**src/rtl/dbg_wire_pkg.sv**
```systemverilog
package dbg_wire_pkg;
   // One sampled bit leaving the bit timer
   typedef struct packed {
      logic stb;
      logic level;
   } bit_evt_t;
endpackage

```
**src/rtl/dbg_line_sync.sv**
```systemverilog
module dbg_line_sync #(
   parameter int STAGES = 2
) (
   input  logic clk,
   input  logic rst_n,
   input  logic line_i,
   output logic line_s_o,
   output logic fall_o
);
   localparam int LAST = STAGES - 1;

   logic chain_q [STAGES];
   logic prev_q;

   generate
      if (STAGES < 2) begin : g_bad_depth
         $error("dbg_line_sync: STAGES must be at least 2");
      end
      for (genvar i = 0; i < STAGES; i++) begin : g_stage
         if (i == 0) begin : g_first
            always_ff @(posedge clk or negedge rst_n) begin
               if (!rst_n) chain_q[i] <= 1'b1;
               else        chain_q[i] <= line_i;
            end
         end else begin : g_next
            always_ff @(posedge clk or negedge rst_n) begin
               if (!rst_n) chain_q[i] <= 1'b1;
               else        chain_q[i] <= chain_q[i-1];
            end
         end
      end
   endgenerate

   always_ff @(posedge clk or negedge rst_n) begin
      if (!rst_n) prev_q <= 1'b1;
      else        prev_q <= chain_q[LAST];
   end

   assign line_s_o = chain_q[LAST];
   assign fall_o   = prev_q & ~chain_q[LAST];

   // An edge seen now means the line was high one cycle ago
   AST_FALL_FROM_HIGH: assert property (@(posedge clk) disable iff (!rst_n)
      fall_o |-> $past(line_s_o)) else $error("fall without prior high");
endmodule

```
**src/rtl/dbg_bit_timer.sv**
```systemverilog
module dbg_bit_timer
   import dbg_wire_pkg::*;
#(
   parameter int SAMPLE_OFS = 10
) (
   input  logic     clk,
   input  logic     rst_n,
   input  logic     fall_i,
   input  logic     level_i,
   output logic     start_o,
   output bit_evt_t evt_o
);
   localparam int CW = $clog2(SAMPLE_OFS);

   logic          busy_q;
   logic [CW-1:0] cnt_q;

   generate
      if (SAMPLE_OFS < 2) begin : g_bad_ofs
         $error("dbg_bit_timer: SAMPLE_OFS must be at least 2");
      end
   endgenerate

   assign start_o     = fall_i & ~busy_q;
   assign evt_o.stb   = busy_q & (cnt_q == '0);
   assign evt_o.level = level_i;

   always_ff @(posedge clk or negedge rst_n) begin
      if (!rst_n) begin
         busy_q <= 1'b0;
         cnt_q  <= '0;
      end else if (start_o) begin
         busy_q <= 1'b1;
         cnt_q  <= CW'(SAMPLE_OFS - 1);
      end else if (busy_q) begin
         if (cnt_q == '0) busy_q <= 1'b0;
         else             cnt_q  <= cnt_q - CW'(1);
      end
   end

   // A bit in flight keeps its window; later edges cannot end it early
   AST_WINDOW_HELD: assert property (@(posedge clk) disable iff (!rst_n)
      (busy_q && cnt_q != '0) |=> busy_q) else $error("window dropped");
   AST_ONE_SAMPLE: assert property (@(posedge clk) disable iff (!rst_n)
      evt_o.stb |=> !evt_o.stb) else $error("double sample");
endmodule

```
**src/rtl/dbg_idle_watch.sv**
```systemverilog
module dbg_idle_watch #(
   parameter int TIMEOUT_CYC = 512
) (
   input  logic clk,
   input  logic rst_n,
   input  logic kick_i,
   output logic fire_o,
   output logic tmo_o
);
   localparam int TW = $clog2(TIMEOUT_CYC);

   logic [TW-1:0] cnt_q;
   logic          expired_q;
   logic          tmo_q;

   generate
      if (TIMEOUT_CYC < 2) begin : g_bad_tmo
         $error("dbg_idle_watch: TIMEOUT_CYC must be at least 2");
      end
   endgenerate

   assign fire_o = ~kick_i & ~expired_q & (cnt_q == TW'(TIMEOUT_CYC - 1));
   assign tmo_o  = tmo_q;

   always_ff @(posedge clk or negedge rst_n) begin
      if (!rst_n) begin
         cnt_q     <= '0;
         expired_q <= 1'b1;
         tmo_q     <= 1'b0;
      end else begin
         tmo_q <= fire_o;
         if (kick_i) begin
            cnt_q     <= '0;
            expired_q <= 1'b0;
         end else if (fire_o) begin
            expired_q <= 1'b1;
         end else if (!expired_q) begin
            cnt_q <= cnt_q + TW'(1);
         end
      end
   end

   AST_TMO_PULSE: assert property (@(posedge clk) disable iff (!rst_n)
      tmo_o |=> !tmo_o) else $error("timeout longer than a cycle");
   AST_TMO_QUIET: assert property (@(posedge clk) disable iff (!rst_n)
      tmo_o |-> !$past(kick_i)) else $error("timeout right after edge");
endmodule

```
**src/rtl/dbg_wire_rx.sv**
```systemverilog
module dbg_wire_rx
   import dbg_wire_pkg::*;
#(
   parameter int WORD_W      = 8,
   parameter int SAMPLE_OFS  = 10,
   parameter int TIMEOUT_CYC = 512,
   parameter int SYNC_STAGES = 2
) (
   input  logic              clk,
   input  logic              rst_n,
   input  logic              line_i,
   output logic [WORD_W-1:0] word_o,
   output logic              word_vld_o,
   output logic              timeout_o,
   output logic              line_oe_o
);
   localparam int BCW = $clog2(WORD_W);

   generate
      if (WORD_W < 2) begin : g_bad_w
         $error("dbg_wire_rx: WORD_W must be at least 2");
      end
      if (SAMPLE_OFS >= TIMEOUT_CYC) begin : g_bad_ratio
         $error("dbg_wire_rx: SAMPLE_OFS must be below TIMEOUT_CYC");
      end
   endgenerate

   logic     line_s, fall, start, fire;
   bit_evt_t evt;

   logic [WORD_W-1:0] shift_q;
   logic [BCW-1:0]    bits_q;
   logic              vld_q;

   dbg_line_sync #(.STAGES(SYNC_STAGES)) u_sync (
      .clk(clk), .rst_n(rst_n), .line_i(line_i),
      .line_s_o(line_s), .fall_o(fall)
   );

   dbg_bit_timer #(.SAMPLE_OFS(SAMPLE_OFS)) u_timer (
      .clk(clk), .rst_n(rst_n), .fall_i(fall), .level_i(line_s),
      .start_o(start), .evt_o(evt)
   );

   dbg_idle_watch #(.TIMEOUT_CYC(TIMEOUT_CYC)) u_watch (
      .clk(clk), .rst_n(rst_n), .kick_i(start),
      .fire_o(fire), .tmo_o(timeout_o)
   );

   always_ff @(posedge clk or negedge rst_n) begin
      if (!rst_n) begin
         shift_q <= '0;
         bits_q  <= '0;
         vld_q   <= 1'b0;
      end else begin
         vld_q <= 1'b0;
         if (fire) begin
            shift_q <= '0;
            bits_q  <= '0;
         end else if (evt.stb) begin
            shift_q <= {shift_q[WORD_W-2:0], evt.level};
            if (bits_q == BCW'(WORD_W - 1)) begin
               bits_q <= '0;
               vld_q  <= 1'b1;
            end else begin
               bits_q <= bits_q + BCW'(1);
            end
         end
      end
   end

   assign word_o     = shift_q;
   assign word_vld_o = vld_q;
   assign line_oe_o  = 1'b0;

   AST_VLD_PULSE: assert property (@(posedge clk) disable iff (!rst_n)
      word_vld_o |=> !word_vld_o) else $error("valid held");
   AST_TMO_CLEARS: assert property (@(posedge clk) disable iff (!rst_n)
      timeout_o |-> (word_o == '0 && bits_q == '0)) else $error("timeout left data");
   AST_VLD_AFTER_SAMPLE: assert property (@(posedge clk) disable iff (!rst_n)
      word_vld_o |-> $past(evt.stb)) else $error("valid without sample");
endmodule

```
**config.mk**
```make
export PLATFORM = sky130hd
export DESIGN_NAME = dbg_wire_rx
export DESIGN_NICKNAME = d
export VERILOG_FILES = /design/src/rtl/dbg_wire_pkg.sv /design/src/rtl/dbg_line_sync.sv /design/src/rtl/dbg_bit_timer.sv /design/src/rtl/dbg_idle_watch.sv /design/src/rtl/dbg_wire_rx.sv
export SDC_FILE = /design/constraint.sdc
export NUM_CORES = 1
export LEC_CHECK = 0
export ABC_CLOCK_PERIOD_IN_PS = 4200
export BUFFER_PORTS_ARGS = -buffer_cell sky130_fd_sc_hd__buf_2
export CAP_MARGIN = 0
export CORE_UTILIZATION = 40
export DETAILED_ROUTE_END_ITERATION = 16
export GPL_TIMING_DRIVEN = 0
export RECOVER_POWER = 25
export SYNTH_ARGS = -nofsm -noshare
export SYNTH_HDL_FRONTEND = slang
export SYNTH_SLANG_ARGS = --single-unit
```
**constraint.sdc**
```tcl
create_clock -name clk -period 4.2 [get_ports clk]
set_clock_uncertainty 0.05 [all_clocks]
set_input_delay 0.84 -clock clk [delete_from_list [all_inputs] [get_ports clk]]
set_output_delay 0.84 -clock clk [all_outputs]
set_load 0.02 [all_outputs]
```
==> results.yml <==
critical_path:
  start_kind: "flip-flop"
  worstReg2RegStart: "u_watch.cnt_q[0]"
  cp_max_fo: 10
  crit_start: "u_watch.cnt_q[0]"
  worst_setup_path_end_kind: "flip-flop"
  worstPathArrival_ps: 2300
  reg2reg_depth: 8
  r2r_setup_slack_ps: 2110
  crit_type: "reg -> reg"
  rr_endpoint: "u_watch.cnt_q[4]"
  endpoint: "u_watch.cnt_q[4]"
  cp.required_ps: 4410
synth:
  synth_edf_count: 0
  ys_types: 34
  syn-num-nets: 125
  syn_area_per_cell_sq_um: 11.6
  synth_cells: 117
  synth_ff_type: "dfrtp_1"
  ys_ff_latch: 31
  synth_seq_area_share_pct: 57.3
  yosys-top-cells-count: "dfrtp_1, a22o_1, nand2_1"
  yosysWarnings: 0
  synth-async-reset-ratio_pct: 100
  synth.top_cell.area_share_pct: 49.6
  syn_area_sq_um: 1360
  yosys.cell_count.top_type: "dfrtp_1"
  yosys.area.top_type: "dfrtp_1"
  synth_area_leaders: "dfrtp_1, dfstp_2, a22o_1"
power:
  p_per_area_nw_per_um2: 575
  leakagePower_nw: 0.732
  ir_drop_uv: 195
layout:
  fin_nets: 144
  fin_area_sq_um: 1530
  nFillCells: 310
  areaGrowthSynthToFinish_pct: 12.2
  diodes: 0
  drive_above_1_share_pct: 21.9
clocking:
  cts_resized: 0
  cts_buffers: 5
  clk_latency_ps: 330
  cts_tree: "yes"
  cts_root_buf: "clkbuf_4"
  clock_path_buffers: 2
  clkTransAtPathRegs_ps: 100
  clock-sinks: 31
  htree_levels: 2
  cts_setup_buffers: 0
  ctsHoldBuffers: 0
placed_design:
  dp_hpwl_um: 1560
  place_area_sq_um: 1480
  place.gp.congestion: 0.694
  io_buffer_count: 12
routing:
  wl_per_cell_um: 12.5
  final_antenna_net_count: 0
  first_iter_violations: 35
  finalWirelength_um: 2270
  first_pass_iters: 2
  num_vias: 935
  vias_per_cell: 5.17
  drc: 0
global_route:
  grt_pass1_vias: 854
  grt_max_degree: 32
  antenna_found_initial: 0
  overflow: 0
  grt_usage_pct: 14.7
  grt_pass1_wl_um: 3780
run_status:
  outcome: "finished with violations"
  violations: "capacitance limit, slew limit"
die:
  die_area_sq_um: 3640
  die_w_um: 60.4
  io-pin-count: 14
  die_h_um: 60.4
  initial_core_util_pct: 43.2
  coreArea_sq_um: 3150
  rows: 20
sta:
  setup_tns_ps: 0
  period_share_pct: 49.9
  timing_hold_violations_final: 0
  drv_slew: 32
  grt_setup_unrepaired: "false"
  finalCriticalPeriod_ps: 2090
  max_freq_mhz: 478
  worstMarginPinSlew_ps: 1590
  max-slew-margin-rel_pct: -6.15
  final-setup-viol-count: 0
job:
  maxCapViolations: 1
hold_path:
  hold_class: "reg -> reg"
-- state kept, by name, summed over array words and instances, names as in the netlist --
name	count
bits_q	3
u_sync.chain_q	1
u_sync.line_s_o	1
u_sync.prev_q	1
u_timer.busy_q	1
u_timer.cnt_q	4
u_watch.cnt_q	9
u_watch.expired_q	1
u_watch.tmo_o	1
word_o	8
word_vld_o	1
-- layer usage --
layer	vias to the layer above	share of wire (%)	track usage (%)	wire length, um
met5	-	0	0	0
met4	0	2.2	7.97	51
met3	6	4.9	5.76	110
met2	19	44	24.0	1010
met1	448	48	16.5	1100
li1	462	-	-	-
-- where the power goes --
| part | total (mW) | leakage [nW] | internal (mW) | switching [mW] |
|---|---|---|---|---|
| logic | 0.263 | 0.305 | 0.123 | 0.139 |
| registers | 0.452 | 0.392 | 0.380 | 0.0722 |
| clock network | 0.164 | 0.0347 | 0.0622 | 0.102 |
-- how the worst min path moves through the flow --
stage | cells after the start | start | endpoint
floorplan | 0 | u_sync.chain_q[1] | u_sync.line_s_o
global placement | 0 | u_sync.chain_q[1] | u_sync.line_s_o
detailed placement | 0 | u_sync.chain_q[1] | u_sync.line_s_o
CTS | 0 | u_sync.chain_q[1] | u_sync.line_s_o
global route | 0 | u_sync.chain_q[1] | u_sync.line_s_o
finish | 0 | u_sync.chain_q[1] | u_sync.line_s_o
-- placed cells by master, fill, tap and decap left out, types with 4 or more instances in the layout --
| cell | count |
|---|---|
| dfrtp_1 | 27 |
| buf_2 | 11 |
| a22o_1 | 10 |
| nand2_1 | 9 |
| nor2_1 | 7 |
| a21oi_1 | 7 |
| ha_1 | 5 |
| clkbuf_4 | 5 |
| nand3_1 | 4 |
| o31ai_1 | 4 |
| or4_1 | 4 |
-- worst max-delay path, cell delays in order (launching register included) --
cell	delay (ps)
dfrtp_1	420
ha_1	240
nand3_1	90
nor2_1	50
ha_1	210
or2_4	270
buf_6	140
or4_1	400
a21oi_1	150
-- cell type report --
| cell class | count | area [sq um] | share of cell area [%] |
|---|---|---|---|
| buffer | 6 | 42.5 | 2.78 |
| clock buffer | 5 | 37.5 | 2.45 |
| clock inverter | 3 | 15.0 | 0.982 |
| inverter | 3 | 11.3 | 0.736 |
| multi-input combinational | 77 | 528 | 34.5 |
| sequential | 31 | 781 | 51.1 |
| tap | 44 | 55.1 | 3.60 |
| timing repair buffer | 12 | 58.8 | 3.85 |
-- metrics by stage --
| stage | instances | hold WS (ps) | setup slack [ps] | total power, mW | utilization [%] |
|---|---|---|---|---|---|
| floorplan | 117 | 295 | 2250 | 0.646 | - |
| global placement | 173 | 297 | 2160 | 0.705 | 46.9 |
| detailed placement | 173 | 300 | 2100 | 0.722 | 46.9 |
| CTS | 181 | 315 | 2100 | 0.891 | 48.5 |
| global route | 181 | 322 | 1970 | 0.948 | 48.5 |
| finish | 181 | 318 | 2110 | 0.879 | 48.5 |
-- cell families (layout without fill, tap and decap cells) --
logic type	Yosys count	after routing	synth area share, %
flip-flops	31	31	57.3
other	1	1	0.275
buffers and inverters	9	29	3.95
AO/OA/AOI/OAI	29	29	15.5
multiplexers	2	2	1.47
AND/OR/NAND/NOR	38	38	15.6
adder cells (fa/ha/maj)	5	5	4.59
XOR/XNOR	2	2	1.29
Power figures use the tool's default switching activity.
